==> src/rtl/iso_pkg.sv <==
package iso_pkg;

    localparam int IG_AW = 32;
    localparam int IG_DW = 32;

    localparam logic [3:0]       LOCAL_TAG = 4'hF;
    localparam logic [5:0]       OFF_STAT  = 6'd0;
    localparam logic [5:0]       OFF_EADDR = 6'd1;
    localparam logic [5:0]       OFF_CTRL  = 6'd2;
    localparam logic [5:0]       OFF_WIN   = 6'd4;
    localparam logic [IG_DW-1:0] ALL_ONES  = '1;

    typedef enum logic [1:0] {
        HS_IDLE,
        HS_DEVREQ,
        HS_DEVRSP,
        HS_RESP
    } host_st_e;

    typedef enum logic {
        CAUSE_PARITY   = 1'b0,
        CAUSE_UNMAPPED = 1'b1
    } cause_e;

    // bit 2 overflow, bit 1 cause, bit 0 frozen
    typedef struct packed {
        logic   ovf;
        cause_e cause;
        logic   frozen;
    } stat_t;

    typedef struct packed {
        logic             write;
        logic [IG_AW-1:0] addr;
        logic [IG_DW-1:0] data;
    } hreq_t;

    function automatic logic par_bad(input logic [IG_DW-1:0] d, input logic p);
        return (^d) != p;
    endfunction

endpackage

==> src/rtl/iso_win_table.sv <==
module iso_win_table
    import iso_pkg::*;
#(
    parameter int N_WIN     = 4,
    parameter int PAGE_BITS = 12,
    localparam int PG_W     = IG_AW - PAGE_BITS,
    localparam int IDX_W    = (N_WIN > 1) ? $clog2(N_WIN) : 1
) (
    input  logic                        clk,
    input  logic                        rst,
    input  logic                        we,
    input  logic [IDX_W-1:0]            idx,
    input  logic                        is_lim,
    input  logic                        wvld,
    input  logic [PG_W-1:0]             wpage,
    input  logic [PG_W-1:0]             chk_page,
    output logic                        hit,
    output logic [N_WIN-1:0][IG_DW-1:0] rd_base,
    output logic [N_WIN-1:0][IG_DW-1:0] rd_lim
);

    logic [N_WIN-1:0] hits;

    for (genvar i = 0; i < N_WIN; i++) begin : g_win
        logic            vld_q;
        logic [PG_W-1:0] base_q;
        logic [PG_W-1:0] lim_q;

        always_ff @(posedge clk) begin
            if (rst) begin
                vld_q  <= 1'b0;
                base_q <= '0;
                lim_q  <= '0;
            end else if (we && idx == IDX_W'(i)) begin
                if (is_lim) begin
                    lim_q <= wpage;
                end else begin
                    base_q <= wpage;
                    vld_q  <= wvld;
                end
            end
        end

        assign hits[i]    = vld_q && (chk_page >= base_q) && (chk_page <= lim_q);
        assign rd_base[i] = {vld_q, {(IG_DW-1-PG_W){1'b0}}, base_q};
        assign rd_lim[i]  = {{(IG_DW-PG_W){1'b0}}, lim_q};
    end

    assign hit = |hits;

endmodule

==> src/rtl/iso_err_log.sv <==
module iso_err_log
    import iso_pkg::*;
(
    input  logic             clk,
    input  logic             rst,
    input  logic             h_err,
    input  logic [IG_AW-1:0] h_err_addr,
    input  logic             d_err,
    input  cause_e           d_err_cause,
    input  logic [IG_AW-1:0] d_err_addr,
    input  logic             clr,
    output stat_t            stat,
    output logic [IG_AW-1:0] err_addr
);

    stat_t            stat_q;
    logic [IG_AW-1:0] addr_q;
    logic             any_err;

    assign any_err = h_err || d_err;

    always_ff @(posedge clk) begin
        if (rst) begin
            stat_q <= '0;
            addr_q <= '0;
        end else if (any_err) begin
            if (stat_q.frozen && !clr) begin
                stat_q.ovf <= 1'b1;
            end else begin
                stat_q.frozen <= 1'b1;
                stat_q.cause  <= h_err ? CAUSE_PARITY : d_err_cause;
                stat_q.ovf    <= h_err && d_err;
                addr_q        <= h_err ? h_err_addr : d_err_addr;
            end
        end else if (clr) begin
            stat_q <= '0;
            addr_q <= '0;
        end
    end

    assign stat     = stat_q;
    assign err_addr = addr_q;


    keep_first_chk: assert property (@(posedge clk) disable iff (rst)
        (stat_q.frozen && !clr) |=> ($stable(addr_q) && $stable(stat_q.cause) && stat_q.frozen));


    ovf_set_chk: assert property (@(posedge clk) disable iff (rst)
        (stat_q.frozen && !clr && any_err) |=> stat_q.ovf);


    clear_chk: assert property (@(posedge clk) disable iff (rst)
        (clr && !any_err) |=> (stat_q == '0));

endmodule

==> src/rtl/iso_host_fsm.sv <==
module iso_host_fsm
    import iso_pkg::*;
#(
    parameter int N_WIN     = 4,
    parameter int PAGE_BITS = 12,
    localparam int PG_W     = IG_AW - PAGE_BITS,
    localparam int IDX_W    = (N_WIN > 1) ? $clog2(N_WIN) : 1
) (
    input  logic                        clk,
    input  logic                        rst,
    input  logic                        h_req_valid,
    output logic                        h_req_ready,
    input  logic                        h_req_write,
    input  logic [IG_AW-1:0]            h_req_addr,
    input  logic [IG_DW-1:0]            h_req_wdata,
    input  logic                        h_req_wpar,
    output logic                        h_rsp_valid,
    input  logic                        h_rsp_ready,
    output logic [IG_DW-1:0]            h_rsp_rdata,
    output logic                        d_req_valid,
    input  logic                        d_req_ready,
    output logic                        d_req_write,
    output logic [IG_AW-1:0]            d_req_addr,
    output logic [IG_DW-1:0]            d_req_wdata,
    input  logic                        d_rsp_valid,
    output logic                        d_rsp_ready,
    input  logic [IG_DW-1:0]            d_rsp_rdata,
    input  logic                        d_rsp_rpar,
    input  stat_t                       stat_i,
    input  logic [IG_AW-1:0]            err_addr_i,
    input  logic [N_WIN-1:0][IG_DW-1:0] rd_base_i,
    input  logic [N_WIN-1:0][IG_DW-1:0] rd_lim_i,
    output logic                        h_err,
    output logic [IG_AW-1:0]            h_err_addr,
    output logic                        clr,
    output logic                        win_we,
    output logic [IDX_W-1:0]            win_idx,
    output logic                        win_is_lim,
    output logic                        win_wvld,
    output logic [PG_W-1:0]             win_wpage
);

    localparam logic [5:0] WIN_SPAN = 6'(2 * N_WIN);

    host_st_e         st_q;
    hreq_t            req_q;
    logic [IG_DW-1:0] rsp_q;

    logic             acc;
    logic             is_local;
    logic             wpar_bad;
    logic             rsp_par_bad;
    logic             frozen;
    logic [5:0]       loc_off;
    logic [5:0]       win_rel;
    logic             loc_wr;
    logic [IG_DW-1:0] lrd;

    assign frozen      = stat_i.frozen;
    assign h_req_ready = (st_q == HS_IDLE);
    assign acc         = h_req_valid && h_req_ready;
    assign is_local    = (h_req_addr[IG_AW-1:IG_AW-4] == LOCAL_TAG);
    assign wpar_bad    = h_req_write && par_bad(h_req_wdata, h_req_wpar);
    assign loc_off     = h_req_addr[7:2];
    assign win_rel     = loc_off - OFF_WIN;
    assign loc_wr      = acc && is_local && h_req_write && !wpar_bad;
    assign rsp_par_bad = (st_q == HS_DEVRSP) && d_rsp_valid && !req_q.write
                         && par_bad(d_rsp_rdata, d_rsp_rpar);

    // Error and register-write strobes toward the neighbours
    assign h_err      = (acc && wpar_bad) || rsp_par_bad;
    assign h_err_addr = (st_q == HS_DEVRSP) ? req_q.addr : h_req_addr;
    assign clr        = loc_wr && (loc_off == OFF_CTRL) && h_req_wdata[0];
    assign win_we     = loc_wr && (loc_off >= OFF_WIN) && (win_rel < WIN_SPAN);
    assign win_idx    = win_rel[IDX_W:1];
    assign win_is_lim = win_rel[0];
    assign win_wvld   = h_req_wdata[IG_DW-1];
    assign win_wpage  = h_req_wdata[PG_W-1:0];

    // Local register read mux
    always_comb begin
        lrd = '0;
        if (loc_off == OFF_STAT) begin
            lrd = {{(IG_DW-$bits(stat_t)){1'b0}}, stat_i};
        end else if (loc_off == OFF_EADDR) begin
            lrd = err_addr_i;
        end
        for (int i = 0; i < N_WIN; i++) begin
            if (loc_off == OFF_WIN + 6'(2 * i)) begin
                lrd = rd_base_i[i];
            end
            if (loc_off == OFF_WIN + 6'(2 * i + 1)) begin
                lrd = rd_lim_i[i];
            end
        end
    end

    assign d_req_valid = (st_q == HS_DEVREQ) && !frozen;
    assign d_req_write = req_q.write;
    assign d_req_addr  = req_q.addr;
    assign d_req_wdata = req_q.data;
    assign d_rsp_ready = (st_q == HS_DEVRSP);
    assign h_rsp_valid = (st_q == HS_RESP);
    assign h_rsp_rdata = rsp_q;

    always_ff @(posedge clk) begin
        if (rst) begin
            st_q  <= HS_IDLE;
            req_q <= '0;
            rsp_q <= '0;
        end else begin
            unique case (st_q)
                HS_IDLE: begin
                    if (acc) begin
                        req_q <= '{write: h_req_write, addr: h_req_addr, data: h_req_wdata};
                        if (is_local) begin
                            rsp_q <= h_req_write ? '0 : lrd;
                            st_q  <= HS_RESP;
                        end else if (frozen || wpar_bad) begin
                            rsp_q <= h_req_write ? '0 : ALL_ONES;
                            st_q  <= HS_RESP;
                        end else begin
                            st_q <= HS_DEVREQ;
                        end
                    end
                end
                HS_DEVREQ: begin
                    if (frozen) begin
                        rsp_q <= req_q.write ? '0 : ALL_ONES;
                        st_q  <= HS_RESP;
                    end else if (d_req_ready) begin
                        st_q <= HS_DEVRSP;
                    end
                end
                HS_DEVRSP: begin
                    if (d_rsp_valid) begin
                        if (req_q.write) begin
                            rsp_q <= '0;
                        end else if (frozen || rsp_par_bad) begin
                            rsp_q <= ALL_ONES;
                        end else begin
                            rsp_q <= d_rsp_rdata;
                        end
                        st_q <= HS_RESP;
                    end
                end
                HS_RESP: begin
                    if (h_rsp_ready) begin
                        st_q <= HS_IDLE;
                    end
                end
                default: st_q <= HS_IDLE;
            endcase
        end
    end


    host_par_chk: assert property (@(posedge clk) disable iff (rst)
        (acc && wpar_bad) |=> !d_req_valid);


    ones_chk: assert property (@(posedge clk) disable iff (rst)
        ((st_q == HS_DEVRSP) && d_rsp_valid && !req_q.write && frozen)
        |=> (h_rsp_valid && h_rsp_rdata == ALL_ONES));


    drop_chk: assert property (@(posedge clk) disable iff (rst)
        (acc && !is_local && frozen) |=> (!d_req_valid && h_rsp_valid));


    rsp_hold_chk: assert property (@(posedge clk) disable iff (rst)
        (h_rsp_valid && !h_rsp_ready) |=> (h_rsp_valid && $stable(h_rsp_rdata)));

endmodule

==> src/rtl/iso_gate.sv <==
module iso_gate
    import iso_pkg::*;
#(
    parameter int N_WIN     = 4,
    parameter int PAGE_BITS = 12,
    localparam int PG_W     = IG_AW - PAGE_BITS,
    localparam int IDX_W    = (N_WIN > 1) ? $clog2(N_WIN) : 1
) (
    input  logic             clk,
    input  logic             rst,
    input  logic             h_req_valid,
    output logic             h_req_ready,
    input  logic             h_req_write,
    input  logic [IG_AW-1:0] h_req_addr,
    input  logic [IG_DW-1:0] h_req_wdata,
    input  logic             h_req_wpar,
    output logic             h_rsp_valid,
    input  logic             h_rsp_ready,
    output logic [IG_DW-1:0] h_rsp_rdata,
    output logic             d_req_valid,
    input  logic             d_req_ready,
    output logic             d_req_write,
    output logic [IG_AW-1:0] d_req_addr,
    output logic [IG_DW-1:0] d_req_wdata,
    input  logic             d_rsp_valid,
    output logic             d_rsp_ready,
    input  logic [IG_DW-1:0] d_rsp_rdata,
    input  logic             d_rsp_rpar,
    input  logic             dma_valid,
    output logic             dma_ready,
    input  logic [IG_AW-1:0] dma_addr,
    input  logic [IG_DW-1:0] dma_data,
    input  logic             dma_par,
    output logic             mem_valid,
    input  logic             mem_ready,
    output logic [IG_AW-1:0] mem_addr,
    output logic [IG_DW-1:0] mem_data
);

    stat_t                       stat;
    logic [IG_AW-1:0]            err_addr;
    logic [N_WIN-1:0][IG_DW-1:0] rd_base;
    logic [N_WIN-1:0][IG_DW-1:0] rd_lim;
    logic                        h_err;
    logic [IG_AW-1:0]            h_err_addr;
    logic                        clr;
    logic                        win_we;
    logic [IDX_W-1:0]            win_idx;
    logic                        win_is_lim;
    logic                        win_wvld;
    logic [PG_W-1:0]             win_wpage;
    logic                        win_hit;
    logic                        dma_bad;
    logic                        d_err;
    cause_e                      d_cause;

    iso_host_fsm #(.N_WIN(N_WIN), .PAGE_BITS(PAGE_BITS)) u_host (
        .clk         (clk),
        .rst         (rst),
        .h_req_valid (h_req_valid),
        .h_req_ready (h_req_ready),
        .h_req_write (h_req_write),
        .h_req_addr  (h_req_addr),
        .h_req_wdata (h_req_wdata),
        .h_req_wpar  (h_req_wpar),
        .h_rsp_valid (h_rsp_valid),
        .h_rsp_ready (h_rsp_ready),
        .h_rsp_rdata (h_rsp_rdata),
        .d_req_valid (d_req_valid),
        .d_req_ready (d_req_ready),
        .d_req_write (d_req_write),
        .d_req_addr  (d_req_addr),
        .d_req_wdata (d_req_wdata),
        .d_rsp_valid (d_rsp_valid),
        .d_rsp_ready (d_rsp_ready),
        .d_rsp_rdata (d_rsp_rdata),
        .d_rsp_rpar  (d_rsp_rpar),
        .stat_i      (stat),
        .err_addr_i  (err_addr),
        .rd_base_i   (rd_base),
        .rd_lim_i    (rd_lim),
        .h_err       (h_err),
        .h_err_addr  (h_err_addr),
        .clr         (clr),
        .win_we      (win_we),
        .win_idx     (win_idx),
        .win_is_lim  (win_is_lim),
        .win_wvld    (win_wvld),
        .win_wpage   (win_wpage)
    );

    iso_win_table #(.N_WIN(N_WIN), .PAGE_BITS(PAGE_BITS)) u_win (
        .clk      (clk),
        .rst      (rst),
        .we       (win_we),
        .idx      (win_idx),
        .is_lim   (win_is_lim),
        .wvld     (win_wvld),
        .wpage    (win_wpage),
        .chk_page (dma_addr[IG_AW-1:PAGE_BITS]),
        .hit      (win_hit),
        .rd_base  (rd_base),
        .rd_lim   (rd_lim)
    );

    iso_err_log u_log (
        .clk         (clk),
        .rst         (rst),
        .h_err       (h_err),
        .h_err_addr  (h_err_addr),
        .d_err       (d_err),
        .d_err_cause (d_cause),
        .d_err_addr  (dma_addr),
        .clr         (clr),
        .stat        (stat),
        .err_addr    (err_addr)
    );

    // DMA gate: bad requests and everything while frozen are consumed here
    assign dma_bad   = !win_hit || par_bad(dma_data, dma_par);
    assign d_err     = dma_valid && dma_bad;
    assign d_cause   = win_hit ? CAUSE_PARITY : CAUSE_UNMAPPED;
    assign mem_valid = dma_valid && !stat.frozen && !dma_bad;
    assign dma_ready = (stat.frozen || dma_bad) ? 1'b1 : mem_ready;
    assign mem_addr  = dma_addr;
    assign mem_data  = dma_data;


    dma_block_chk: assert property (@(posedge clk) disable iff (rst)
        d_err |=> !mem_valid);


    dma_pass_chk: assert property (@(posedge clk) disable iff (rst)
        mem_valid |-> (win_hit && !par_bad(mem_data, dma_par)));

endmodule

==> config.mk <==
export PLATFORM = sky130hd
export DESIGN_NAME = iso_gate
export DESIGN_NICKNAME = d
export VERILOG_FILES = /design/src/rtl/iso_pkg.sv /design/src/rtl/iso_win_table.sv /design/src/rtl/iso_err_log.sv /design/src/rtl/iso_host_fsm.sv /design/src/rtl/iso_gate.sv
export SDC_FILE = /design/constraint.sdc
export NUM_CORES = 1
export LEC_CHECK = 0
export ABC_AREA = 1
export BUFFER_PORTS_ARGS = -buffer_cell sky130_fd_sc_hd__buf_2
export CAP_MARGIN = 20
export CORE_AREA = 2 2 194 196
export DETAILED_ROUTE_END_ITERATION = 8
export DIE_AREA = 0 0 196 198
export PLACE_DENSITY = 0.92
export SYNTH_ARGS = -nofsm -noshare
export SYNTH_HDL_FRONTEND = slang
export SYNTH_HIERARCHICAL = 1
export SYNTH_SLANG_ARGS = --single-unit
==> constraint.sdc <==
create_clock -name clk -period 4.4 [get_ports clk]
set_input_delay 0.44 -clock clk [delete_from_list [all_inputs] [get_ports clk]]
set_output_delay 0.44 -clock clk [all_outputs]
set_load 0.02 [all_outputs]
==> summary.md <==
| Metric | Value |
|---|---|
| Root Buffer | `clkbuf_16` |
| Layout fillers | `3111` |
| Syn-to-layout area delta | `7.43%` |
| EDFF count, synth | `0` |
| Cts repair resizes | `0` |
| Antenna violations before repair | `5` |
| Crit share post-route | `0.811` |
| Max_cap viols | `0` |
| Area of the multi-input gates | `13900 um2` |
| Slew margin rel. | `0.287` |
| Hpwl dp | `51700 um` |
| Most frequent cell after synthesis | `nand2_1` |
| # setup viols final | `0` |
| H-tree levels | `1` |
| Synth Cell Area | `23300 um2` |
| Post-Syn Area per Cell | `6.20 um2` |
| Required @ worst endpoint | `4890 ps` |
| Number of CTS-inserted buffers | `31` |
| Final non-filler cell total | `4376` |
| Hold path start | `h_req_addr[10]` |
| WS Path Type | `flop to flop` |
| FF/Latch Area | `5970 um2` |
| Bufs on Longest Clock Path | `3` |
| Top cell family by delay on the critical path | `simple AND/OR/NAND/NOR gates` |
| Grt total ovfl | `0` |
| Vert. Die Dim | `198 um` |
| Reg2reg setup slack | `830 ps` |
| Reg-to-Reg End | `u_log/err_addr[27]` |
| Top post-synthesis cells by area | `dfxtp_1 (26%), nand2_1 (20%), ha_1 (9.0%), nor2_1 (7.3%), buf_4 (6.2%)` |
| Starting density of the core | `0.630` |
| Async set or reset register ratio after synthesis | `0` |
| Post-CTS Hold Fix Bufs | `0` |
| Sequential share of the synthesized area | `0.256` |
| Leak | `12.7 nW` |
| PwrDens | `399 nW/um2` |
| Most used cell, CP | `nand2_1` |
| R2R depth | `20` |
| Synth top area share | `0.256` |
| Top Ports | `339` |
| CTS clk-pin slew, worst paths | `70 ps` |
| Die Wd | `196 um` |
| Routability cong. | `1.00` |
| Worst EP arrival | `4060 ps` |
| Fmax | `0.280 GHz` |
| Minimum clock period | `3570 ps` |
| Cell Chain, Critical Path | `inv_1, ha_1, nand2_1, nor2_1, a21boi_0, nor2_1, nand3_1, nand2_1, nand3_1, nand2_1, inv_1, nand2_1, a21oi_2, inv_2, nand2_4, nand2_2, nand2_2, nand2_1, nand2_1, nor2_1` |
| Drt total wl | `74000 um` |
| Post-Syn Instances | `3755` |
| Yosys cell types | `43` |
| Worst Hold Depth | `3` |
| # placed instances | `4317` |
| First-pass GRT wire length | `113000 um` |
| Fin nets | `4218` |
| First DRT Iteration DRCs | `3546` |
| Clock latency on the worst-skew pair | `600 ps` |
| Ys flop type | `dfxtp_1` |
| CP max FO | `30` |
| Largest area contributor in the netlist | `dfxtp_1` |
| DRT antenna net count | `0` |
| Setup TNS | `0 ps` |
| Synth warnings | `6` |
| CTS tree | `yes` |
| Total Routing Usage GR | `0.366` |
| Layout cells sized above 1 | `0.144` |
| Number of global-route vias before repair | `21500` |
| DR WL/cell | `16.9 um` |
| Worst-Margin Slew | `1070 ps` |
| Worst R2R Start | `u_win/g_win[1].lim_q[17]` |
| Port Buffers | `338` |
| Sink Count | `298` |
| DR vias/cell | `5.64` |
| Min-delay worst type | `input port to flop` |
| WP buf/inv | `3` |
| Pin count of the biggest net entering global routing | `111` |
| Crit path largest cell delay | `420 ps` |
| Rows | `71` |
| Final worst clock skew | `10.7 ps` |
| Slew Limit Fails | `0` |
| CP Launch Type | `flop` |
| DRC errors left | `0` |
| Synth Register Bits | `298` |
| Fin. Hold Viols | `0` |
| Unrepaired setup endpoints after global routing | `no` |
| Worst setup EP type | `flop` |
| Status | `finished, final reports clean` |
| Die area | `38800 um2` |
| Slowest CP cell | `a21oi_2` |
| Vias | `24700` |
| DR pass1 iterations | `6` |
| Postcts setup bufs | `0` |
| Hold EP | `u_host/d_req_addr[10]` |
| Core area | `37000 um2` |
| Commonest cells in the synthesized netlist | `nand2_1 (1267), nor2_1 (454), inv_1 (345)` |
| Worst VDD drop | `0.000333 V` |
[layout by cell type, fill, tap and decap left out, types with 7 or more instances in the layout]
| master | count |
|---|---|
| o21ai_0 | 106 |
| nand4_1 | 31 |
| buf_4 | 29 |
| a21oi_2 | 31 |
| o21ai_1 | 70 |
| dfxtp_1 | 298 |
| a211oi_2 | 12 |
| a21oi_1 | 127 |
| clkbuf_16 | 31 |
| or2_0 | 9 |
| nor3_1 | 7 |
| conb_1 | 92 |
| a211oi_1 | 140 |
| xor2_1 | 24 |
| nor2_2 | 13 |
| nor2_1 | 452 |
| inv_2 | 54 |
| ha_1 | 168 |
| nand3_1 | 142 |
| nand2_1 | 1267 |
| buf_2 | 337 |
| nand2_2 | 12 |
| a21o_1 | 8 |
| xnor2_1 | 25 |
| inv_1 | 343 |
[stage by stage]
step | hold slack (ps) | setup WS [ps] | cell area [um2] | total power (W) | util
2_1_floorplan | 454 | 1890 | 23600 | 0.00618 | -
3_3_place_gp | 457 | 803 | 23900 | 0.00700 | 0.646
3_5_place_dp | 466 | 618 | 23900 | 0.00708 | 0.646
4_1_cts | 115 | 1020 | 24900 | 0.00986 | 0.675
5_1_grt | 131 | 609 | 25000 | 0.0105 | 0.676
6_report | 115 | 831 | 25000 | 0.00998 | 0.676
[report_power, final]
group / switching [W] / total (W) / internal (W)
clock network: 0.00117 / 0.00283 / 0.00165
logic: 0.00273 / 0.00392 / 0.00119
registers: 0.000206 / 0.00323 / 0.00303
[layer usage]
metal  up-vias  wire length, um  global-route usage
met3       280             8700              0.0586
met1     11000            28300               0.472
met2      1595            32000               0.574
met4         0             4950               0.230
li1      11800                -                   -
met5         -                0                   0
[logic make-up (layout without fill, tap and decap cells)]
group	count (synthesis)	after routing	share of synthesized area
compound gates	510	510	0.136
xor+xnor	49	49	0.0184
fa+ha+maj	168	168	0.0904
buf+inv	769	820	0.163
flops	298	298	0.256
other cells	1	97	0.000161
simple gates	1960	1960	0.336
[how the worst max path moves through the flow]
stage / from / to / slack (ps) / cells past startpoint
after detailed placement: h_req_wdata[9] / u_win/g_win[3].base_q[13] / 620 / 21
after floorplan: h_req_wdata[31] / u_win/g_win[1].lim_q[10] / 1890 / 18
after global routing: u_win/g_win[1].lim_q[17] / u_log/err_addr[29] / 610 / 20
after CTS: u_win/g_win[1].lim_q[17] / u_log/err_addr[27] / 1020 / 20
final: u_win/g_win[1].lim_q[17] / u_log/err_addr[27] / 830 / 20
after global placement: h_req_wdata[9] / u_win/g_win[3].base_q[13] / 800 / 21
[flip-flops by register name, indices dropped and copies added, names as in the netlist]
name,cells
u_host/h_rsp_rdata,32
u_log/stat,3
u_win/g_win.base_q,80
u_log/err_addr,32
u_host/d_req_wdata,32
u_host/d_req_addr,32
u_host/d_req_write,1
u_win/g_win.vld_q,4
u_host/st_q,2
u_win/g_win.lim_q,80
[final cells by class]
cell class / count / area share
inverters: 398 / 0.0600
repair buffers: 370 / 0.0795
well taps: 474 / 0.0237
multi-input cells: 2779 / 0.555
diodes: 5 / 0.000501
clock buffers: 39 / 0.0342
flip-flops and latches: 298 / 0.239
clock inverters: 13 / 0.00806
[worst min-delay path, cell delays in order]
cell     delay, ps
buf_2           90
o21ai_0         80
nor2_1          70
Note: power is estimated with default switching activity, not from simulation.
